===== src/rtl/gpio_bank_pkg.sv =====
package gpio_bank_pkg;

    // The register map places exactly four banks of 32 pins.
    localparam int NUM_BANKS  = 4;
    localparam int BANK_WIDTH = 32;
    localparam int NUM_PINS   = NUM_BANKS * BANK_WIDTH;

    typedef enum logic [3:0] {
        K_NONE  = 4'd0,
        K_LEVEL = 4'd1,
        K_DIR   = 4'd2,
        K_SET   = 4'd3,
        K_CLR   = 4'd4,
        K_RISE  = 4'd5,
        K_FALL  = 4'd6,
        K_EDGE  = 4'd7,
        K_ALTL  = 4'd8,
        K_ALTU  = 4'd9
    } reg_kind_e;

    typedef struct packed {
        reg_kind_e   kind;
        logic [1:0]  bank;
    } reg_sel_t;

endpackage


===== src/rtl/gpio_addr_decode.sv =====
module gpio_addr_decode
    import gpio_bank_pkg::*;
#(
    parameter int ADDR_W = 12
) (
    input  logic [ADDR_W-1:0] addr_i,
    output reg_sel_t          sel_o
);

    // Word index inside a 256-byte half of the map.
    logic [5:0] idx;
    logic [3:0] grp;
    logic [1:0] rem;
    logic [2:0] alt_j;

    assign idx   = addr_i[7:2];
    assign grp   = 4'(idx / 6'd3);
    assign rem   = 2'(idx % 6'd3);
    assign alt_j = 3'(idx - 6'd21);

    always_comb begin
        sel_o.kind = K_NONE;
        sel_o.bank = 2'd0;
        if (addr_i[ADDR_W-1:9] == '0 && addr_i[1:0] == 2'b00) begin
            if (!addr_i[8]) begin
                // Seven groups of three words for banks 0..2, then
                // eight interleaved alternate-function words.
                if (idx < 6'd21) begin
                    sel_o.kind = reg_kind_e'(grp + 4'd1);
                    sel_o.bank = rem;
                end else if (idx < 6'd29) begin
                    sel_o.kind = alt_j[0] ? K_ALTU : K_ALTL;
                    sel_o.bank = alt_j[2:1];
                end
            end else if (idx < 6'd21 && rem == 2'd0) begin
                // Bank 3 mirrors the bank-0 word 0x100 higher.
                sel_o.kind = reg_kind_e'(grp + 4'd1);
                sel_o.bank = 2'd3;
            end
        end
    end

endmodule


===== src/rtl/gpio_read_mux.sv =====
module gpio_read_mux
    import gpio_bank_pkg::*;
(
    input  reg_sel_t                    sel_i,
    input  logic [NUM_PINS-1:0]         dir_i,
    input  logic [NUM_PINS-1:0]         latch_i,
    input  logic [NUM_PINS-1:0]         rise_i,
    input  logic [NUM_PINS-1:0]         fall_i,
    input  logic [2*NUM_PINS-1:0]       alt_i,
    input  logic [NUM_PINS-1:0]         pin_in_i,
    input  logic [NUM_PINS-1:0]         edge_stat_i,
    output logic [BANK_WIDTH-1:0]       rd_val_o
);

    logic [BANK_WIDTH-1:0] dir_w, latch_w, in_w;
    int unsigned           base;
    int unsigned           alt_base;

    always_comb begin
        base     = 32'(sel_i.bank) * BANK_WIDTH;
        alt_base = 32'(sel_i.bank) * 2 * BANK_WIDTH;
        dir_w    = dir_i[base +: BANK_WIDTH];
        latch_w  = latch_i[base +: BANK_WIDTH];
        in_w     = pin_in_i[base +: BANK_WIDTH];
        case (sel_i.kind)
            K_LEVEL: rd_val_o = (latch_w & dir_w) | (in_w & ~dir_w);
            K_DIR:   rd_val_o = dir_w;
            K_RISE:  rd_val_o = rise_i[base +: BANK_WIDTH];
            K_FALL:  rd_val_o = fall_i[base +: BANK_WIDTH];
            K_EDGE:  rd_val_o = edge_stat_i[base +: BANK_WIDTH];
            K_ALTL:  rd_val_o = alt_i[alt_base +: BANK_WIDTH];
            K_ALTU:  rd_val_o = alt_i[alt_base + BANK_WIDTH +: BANK_WIDTH];
            default: rd_val_o = '0;   // set/clear are write-only, holes read 0
        endcase
    end

endmodule


===== src/rtl/gpio_reg_core.sv =====
module gpio_reg_core
    import gpio_bank_pkg::*;
(
    input  logic                    clk,
    input  logic                    rst_n,
    input  logic                    wr_en_i,
    input  logic                    rd_en_i,
    input  reg_sel_t                sel_i,
    input  logic [BANK_WIDTH-1:0]   wdata_i,
    input  logic [BANK_WIDTH-1:0]   rd_val_i,
    output logic [NUM_PINS-1:0]     dir_o,
    output logic [NUM_PINS-1:0]     latch_o,
    output logic [NUM_PINS-1:0]     rise_o,
    output logic [NUM_PINS-1:0]     fall_o,
    output logic [2*NUM_PINS-1:0]   alt_o,
    output logic [NUM_PINS-1:0]     eff_o,
    output logic [NUM_PINS-1:0]     strobe_o,
    output logic [NUM_PINS-1:0]     eclr_o,
    output logic [BANK_WIDTH-1:0]   rdata_o
);

    typedef struct packed {
        logic [NUM_BANKS-1:0][BANK_WIDTH-1:0]   dir;
        logic [NUM_BANKS-1:0][BANK_WIDTH-1:0]   latch;
        logic [NUM_BANKS-1:0][BANK_WIDTH-1:0]   rise;
        logic [NUM_BANKS-1:0][BANK_WIDTH-1:0]   fall;
        logic [2*NUM_BANKS-1:0][BANK_WIDTH-1:0] alt;
        logic [NUM_PINS-1:0]                    eff;
        logic [NUM_PINS-1:0]                    strobe;
        logic [NUM_BANKS-1:0][BANK_WIDTH-1:0]   eclr;
        logic [BANK_WIDTH-1:0]                  rdata;
    } state_t;

    state_t st_d, st_q;

    always_comb begin
        st_d        = st_q;
        st_d.strobe = '0;
        st_d.eclr   = '0;
        st_d.rdata  = rd_en_i ? rd_val_i : '0;
        if (wr_en_i) begin
            case (sel_i.kind)
                K_DIR:  st_d.dir[sel_i.bank]   = wdata_i;
                K_SET:  st_d.latch[sel_i.bank] = st_q.latch[sel_i.bank] | wdata_i;
                K_CLR:  st_d.latch[sel_i.bank] = st_q.latch[sel_i.bank] & ~wdata_i;
                K_RISE: st_d.rise[sel_i.bank]  = wdata_i;
                K_FALL: st_d.fall[sel_i.bank]  = wdata_i;
                K_EDGE: st_d.eclr[sel_i.bank]  = wdata_i;
                K_ALTL: st_d.alt[{sel_i.bank, 1'b0}] = wdata_i;
                K_ALTU: st_d.alt[{sel_i.bank, 1'b1}] = wdata_i;
                default: ;
            endcase
        end
        // Driven level and its change marker come from the next state so
        // both update at the edge that accepts the write.
        st_d.eff    = st_d.latch & st_d.dir;
        st_d.strobe = st_d.eff ^ st_q.eff;
    end

    always_ff @(posedge clk or negedge rst_n) begin
        if (!rst_n) st_q <= '0;
        else        st_q <= st_d;
    end

    assign dir_o    = st_q.dir;
    assign latch_o  = st_q.latch;
    assign rise_o   = st_q.rise;
    assign fall_o   = st_q.fall;
    assign alt_o    = st_q.alt;
    assign eff_o    = st_q.eff;
    assign strobe_o = st_q.strobe;
    assign eclr_o   = st_q.eclr;
    assign rdata_o  = st_q.rdata;

endmodule


===== src/rtl/gpio_bank_regs.sv =====
module gpio_bank_regs
    import gpio_bank_pkg::*;
#(
    parameter int ADDR_W = 12
) (
    input  logic                    clk,
    input  logic                    rst_n,
    input  logic                    bus_sel,
    input  logic                    bus_we,
    input  logic [ADDR_W-1:0]       bus_addr,
    input  logic [BANK_WIDTH-1:0]   bus_wdata,
    output logic [BANK_WIDTH-1:0]   bus_rdata,
    input  logic [NUM_PINS-1:0]     pin_in,
    input  logic [NUM_PINS-1:0]     edge_stat,
    output logic [NUM_PINS-1:0]     pin_out,
    output logic [NUM_PINS-1:0]     pin_dir,
    output logic [NUM_PINS-1:0]     pin_strobe,
    output logic [NUM_PINS-1:0]     rise_en,
    output logic [NUM_PINS-1:0]     fall_en,
    output logic [2*NUM_PINS-1:0]   alt_fn,
    output logic [NUM_PINS-1:0]     edge_clr
);

    reg_sel_t              sel;
    logic [NUM_PINS-1:0]   latch;
    logic [BANK_WIDTH-1:0] rd_val;
    logic                  wr_en, rd_en;

    assign wr_en = bus_sel & bus_we;
    assign rd_en = bus_sel & ~bus_we;

    gpio_addr_decode #(.ADDR_W(ADDR_W)) dec_i (
        .addr_i (bus_addr),
        .sel_o  (sel)
    );

    gpio_read_mux rmux_i (
        .sel_i       (sel),
        .dir_i       (pin_dir),
        .latch_i     (latch),
        .rise_i      (rise_en),
        .fall_i      (fall_en),
        .alt_i       (alt_fn),
        .pin_in_i    (pin_in),
        .edge_stat_i (edge_stat),
        .rd_val_o    (rd_val)
    );

    gpio_reg_core core_i (
        .clk      (clk),
        .rst_n    (rst_n),
        .wr_en_i  (wr_en),
        .rd_en_i  (rd_en),
        .sel_i    (sel),
        .wdata_i  (bus_wdata),
        .rd_val_i (rd_val),
        .dir_o    (pin_dir),
        .latch_o  (latch),
        .rise_o   (rise_en),
        .fall_o   (fall_en),
        .alt_o    (alt_fn),
        .eff_o    (pin_out),
        .strobe_o (pin_strobe),
        .eclr_o   (edge_clr),
        .rdata_o  (bus_rdata)
    );

endmodule


===== config.mk =====
export PLATFORM = sky130hd
export DESIGN_NAME = gpio_bank_regs
export DESIGN_NICKNAME = d
export VERILOG_FILES = /design/src/rtl/gpio_bank_pkg.sv /design/src/rtl/gpio_addr_decode.sv /design/src/rtl/gpio_read_mux.sv /design/src/rtl/gpio_reg_core.sv /design/src/rtl/gpio_bank_regs.sv
export SDC_FILE = /design/constraint.sdc
export NUM_CORES = 2
export LEC_CHECK = 0
export ABC_AREA = 0
export ABC_CLOCK_PERIOD_IN_PS = 2200
export CAP_MARGIN = 20
export CORE_AREA = 4 4 530 532
export CTS_CLUSTER_DIAMETER = 60
export CTS_CLUSTER_SIZE = 8
export DETAILED_ROUTE_END_ITERATION = 10
export DIE_AREA = 0 0 534 536
export DONT_BUFFER_PORTS = 1
export GPL_TIMING_DRIVEN = 0
export SLEW_MARGIN = 5
export SYNTH_ARGS = -nofsm -noshare
export SYNTH_HDL_FRONTEND = slang
export SYNTH_HIERARCHICAL = 1
export SYNTH_SLANG_ARGS = --single-unit

===== constraint.sdc =====
create_clock -name clk -period 2.2 [get_ports clk]
set_input_delay 0.22 -clock clk [delete_from_list [all_inputs] [get_ports clk]]
set_output_delay 0.22 -clock clk [all_outputs]
set_load 0.01 [all_outputs]

# [Yosys cells after proc, flatten, opt, wreduce, memory -nomap -nowiden]
# Index checks and enable logic that the tools add are counted.
[word_totals] reg_bits=1184 in_bits=304 out_inout_bits=1056 word_cells=117
[op_classes] addsub=3 n_div=2 n_lt_le_gt_ge=8 n_eq_ne=9 shift=8 mux=31 bitwise=13 reduce_logical=12
[ops] operator="$mux 768" count=1
[ops] operator="$shiftx 128x8->32" count=6
[ops] operator="$bwmux 128" count=5
[ops] operator="$mux 128" count=5
[ops] operator="$bwmux 256" count=2
[ops] operator="$pmux 256 s2" count=1
[ops] operator="$and 128x128->128" count=2
[ops] operator="$pmux 128 s2" count=1
[ops] operator="$shiftx 256x33->32" count=1
[ops] operator="$shiftx 256x9->32" count=1
[ops] operator="$pmux 32 s7" count=1
[ops] operator="$demux 32 s2" count=3
[ops] operator="$mux 32" count=5
[ops] operator="$xor 128x128->128" count=1
[ops] operator="$and 32x32->32" count=3
[ops] operator="$bmux 32 s2" count=1
[ops] operator="$not 32->32" count=2
[ops] operator="$or 32x32->32" count=2
[ops] operator="$mux 6" count=5
[ops] operator="$eq 4x3->1 const B" count=4
[ops] operator="$lt 6x5->1 const B" count=2
[ops] operator="$add 8x6->9 const B" count=1
[ops] operator="$eq 4x2->1 const B" count=2
[ops] operator="$eq 4x4->1 const B" count=2
[ops] operator="other kinds (17)" count=27

# [Logic depth before layout (Yosys ltp)]
[logic_depth] depth_word=15 mapped_depth=26 mapped_depth_nobuf=22

# [By module]
# Netlist, hierarchy kept.
[by_module_without_submodules] module="gpio_reg_core" n_inst=1 cells_per_inst=2922 area_each_um2=44072.3 seq_area_each_um2=29628.4
[by_module_without_submodules] module="gpio_read_mux" n_inst=1 cells_per_inst=880 area_each_um2=8663.3 seq_area_each_um2=0.0
[by_module_without_submodules] module="gpio_addr_decode" n_inst=1 cells_per_inst=102 area_each_um2=760.7 seq_area_each_um2=0.0
[by_module_without_submodules] module="gpio_bank_regs" n_inst=1 cells_per_inst=2 area_each_um2=16.3 seq_area_each_um2=0.0

# [Worst setup path after synthesis]
# Ideal clock, no wire load.
[synth_path] path_kind="input to register" from="input bus_addr[4]" to="register core_i.st_q, in the netlist core_i/rdata_o[10]" setup_ps=119 arrival_ps=5026 required_time_ps=2081 setup_slack_ps=-2945 cell_stages=23 n_path_buf=4 cell_sequence="buf_4 buf_4 nor3b_1 a211oi_1 a21oi_1 ha_1 a31oi_1 nand3_2 xnor2_1 ha_1 nor2_1 o221ai_2 a31oi_4 a21oi_2 or4b_1 a31oi_1 and4bb_1 buf_2 buf_2 mux4_2 a21oi_1 o2111ai_1 and2_1"
[synth_rtl] item="from (decl)" line="gpio_bank_regs.sv:10" text="input logic [ADDR_W-1:0] bus_addr,"
[synth_rtl] item="to (signal assigned)" line="gpio_reg_core.sv:62" text="else st_q <= st_d;"
[synth_rtl] item="to (decl)" line="gpio_reg_core.sv:34" text="state_t st_d, st_q;"

==> impl_metrics.tcl <==
set metrics [dict create \
    status "finished with violations" \
    failed_checks "negative hold slack, negative setup slack" \
    num_vias 41700 \
    max_freq_ghz 0.218 \
    cp-start-kind "input port" \
    routed_wl_mm 389 \
    internal-power_w 0.0396 \
    synth_flop_cell "dfrtp_1" \
    firstDrtPassIters 6 \
    hold_ws_ns -0.220 \
    die_x_um 534 \
    crit_start "bus_addr[4]" \
    place_hpwl_mm 303 \
    setup_viol 1604 \
    cp_top_family "compound AO/OA/AOI/OAI gates" \
    place_inst 7655 \
    finalNonFillerCells 8324 \
    routedWlPerCell_um 46.8 \
    grt_usage_pct 25.9 \
    num_io_pins 1360 \
    setup_tns_ns -2373.06 \
    grt_pass1_vias 40900 \
    grt_max_degree 1185 \
    yosys.area.top_type_share_pct 55.4 \
    r2r-start "core_i/dir_o[22]" \
    avgSynthCellArea_um2 13.7 \
    grt_overflow 0 \
    critPathBufInv 7 \
    worst_ep_arrival_time_ns 5.36 \
    syn-num-nets 4216 \
    p_total_w 0.0527 \
    crit_end "core_i/rdata_o[14]" \
    fin_area_mm2 0.0747 \
    rr_worst_depth 6 \
    gp_congestion 0.945 \
    clockBufferDepth 4 \
    critPathKind "in2reg" \
    slew_headroom_pct 16.9 \
    synthArstFlopShare_pct 100 \
    die_y_um 536 \
    period_share_pct 208 \
    ant_nets 0 \
    maxSlewViolCount 0 \
    synth_edf_count 0 \
    antenna_found_initial 104 \
    yosysSeqAreaShare_pct 55.4 \
    portBuffers 0 \
    cp.depth 27 \
    avgViaCountPerCell 5.01 \
    path_clk_slew_ns 0.05 \
    drc 0 \
    drtIter0Drc 4298 \
    place_area_mm2 0.0597 \
    power_leakage_nw 33.4 \
    switching_share_pct 24.8 \
    rows 193 \
    seqPwrFrac_pct 41.8 \
    clockRootBuffer "clkbuf_16" \
    die_area_mm2 0.286 \
    synthesis.area_mm2 0.0535 \
    htree_num_levels 4 \
    synthCells 3906 \
    hold_class "in2async" \
    power_density_mw_per_mm2 706 \
    cts_tree "built" \
    worst_slack_ns -2.39 \
    combPwrFrac_pct 4.9 \
    min_period_ns 4.59 \
    cts_buffers 195 \
    vdd_ir_drop_max_v 0.000566 \
    grt_pass1_wl_mm 477 \
    ys_top_cells_by_area "dfrtp_1, mux2_2, mux4_2, nand2_1, xor2_1" \
    crit_path_end_kind "flop" \
    netlist.top_cell.by_area "dfrtp_1" \
    rsz0062_at_grt "true" \
    critPathMostFrequentCell "buf_12" \
    clk_latency_ns 0.88 \
    start_util_pct 19.4 \
    crit_path_max_incr_delay_ns 0.41 \
    hold_viol_final 151 \
    ys_warn_count 6 \
    layout.nets 4780 \
    fill_cells 28100 \
    crit_required_ns 2.97 \
    synth-seq-cells 1184 \
    slowest_stage "a21oi_1" \
    r2r-end "core_i/rdata_o[22]" \
    area_delta_synth_final_pct 39.5 \
    switchingPower_w 0.0131 \
    synthDistinctLibCells 75 \
    drive_gt1_share_pct 48.2 \
    fin_skew_ns 0.0590 \
    ff2ff_setup_slack_ns -0.06 \
    drv_cap 0 \
    tightest_slew_ns 1.25 \
    cts_sinks 1184 \
    path_max_fanout 10 \
    clkPwrFrac_pct 53.4 \
    coreArea_mm2 0.276 \
]
[worst min-delay path, stage by stage]
cell and delay [ns]:
buf_12 0.08, buf_12 0.09, buf_12 0.09, buf_12 0.09, buf_12 0.08, buf_12 0.11, buf_16 0.37
[cells by family after synthesis]
group	share of synthesized area (%)
AOI/OAI and AO/OA	6.57
xor gates and xnor gates	2.21
adders and majority gates	0.140
buffers and inverters	2.94
DFF	55.4
muxes	23.9
and+or+nand+nor	8.85
[layout by cell type, fill, tap and decap left out, types with 21 or more instances in the layout]
master,count
dfrtp_1,1184
mux2_2,483
nand2_1,326
mux4_2,223
clkbuf_16,213
buf_4,171
and2_1,159
mux2_4,154
buf_12,92
buf_6,89
diode_2,88
xor2_1,86
clkbuf_1,80
nand3b_1,68
nor2b_1,66
nand3_1,64
dlygate4sd3_1,61
a21boi_4,51
buf_16,48
a21boi_2,48
buf_8,45
nand3_2,45
o21ai_4,36
xor2_2,33
a221oi_1,33
a21oi_2,32
clkbuf_2,30
clkbuf_8,28
clkbuf_4,26
a31oi_1,26
a311oi_1,25
a221oi_2,24
nor2_1,23
a22oi_1,22
nor2_4,21
a21oi_4,21
[how the worst min path moves through the flow]
stage	startpoint	endpoint	cells after the start
after floorplan	rst_n	asynchronous set/reset pin	0
after global placement	rst_n	asynchronous set/reset pin	0
after detailed placement	rst_n	asynchronous set/reset pin	0
after CTS	rst_n	asynchronous set/reset pin	0
after global routing	rst_n	asynchronous set/reset pin	7
final	rst_n	asynchronous set/reset pin	7
[cell type report]
cell class              count  area, µm²  share of cell area, %
diodes                     88        220                  0.295
well taps                3705       4640                   6.21
clock inverters            42        591                  0.791
inverters                   5       18.8                 0.0251
repair buffers            372       4700                   6.29
plain buffers             313       3460                   4.63
clock buffers             216       5090                   6.82
multi-input cells        2399      26300                   35.2
flip-flops and latches   1184      29600                   39.7
[timing repair]
item | 4_1_cts | 5_1_grt
setup buffers | 140 | 93
setup endpoints to repair | 1184 | 1338
pin swaps | 63 | 126
hold endpoints to repair | 1851 | 364
cloned | 13 | 8
hold buffers | 58 | 10
resized for setup | 719 | 476
[Yosys cell counts, drive strengths merged (6+ instances only)]
library cell	instances
a21boi	111
a21oi	70
a221oi	63
a22oi	32
a311oi	33
a31oi	37
a32o	17
and2	180
buf	152
clkbuf	166
dfrtp	1184
ha	6
mux2	640
mux2i	35
mux4	223
nand2	338
nand2b	6
nand3	122
nand3b	68
nor2	53
nor2b	68
nor3	7
o2111ai	32
o21ai	44
or2	33
xor2	130
[layer usage]
layer | vias to the layer above | global-route usage [%] | wire [µm]
li1 | 15400 | - | -
met1 | 22100 | 30.1 | 143000
met2 | 3298 | 39.4 | 169000
met3 | 827 | 11.7 | 48800
met4 | 40 | 14.8 | 27600
met5 | - | 0 | 404
[power by group through the flow]
stage | registers, W | clock network [W] | logic (W)
after CTS | 0.0220 | 0.0287 | 0.00194
final | 0.0220 | 0.0281 | 0.00257
after global placement | 0.0224 | 0 | 0.00140
after floorplan | 0.0223 | 0 | 0.000702
after detailed placement | 0.0224 | 0 | 0.00146
after global routing | 0.0220 | 0.0296 | 0.00271
[per-stage QoR]
step | worst slack, ns | util, %
3_3_place_gp | -6.13 | 21.4
2_1_floorplan | -2.39 | -
6_report | -2.39 | 27.0
4_1_cts | -2.29 | 25.7
3_5_place_dp | -5.27 | 21.6
5_1_grt | -2.41 | 27.0
Note: power is estimated with default switching activity, not from simulation.
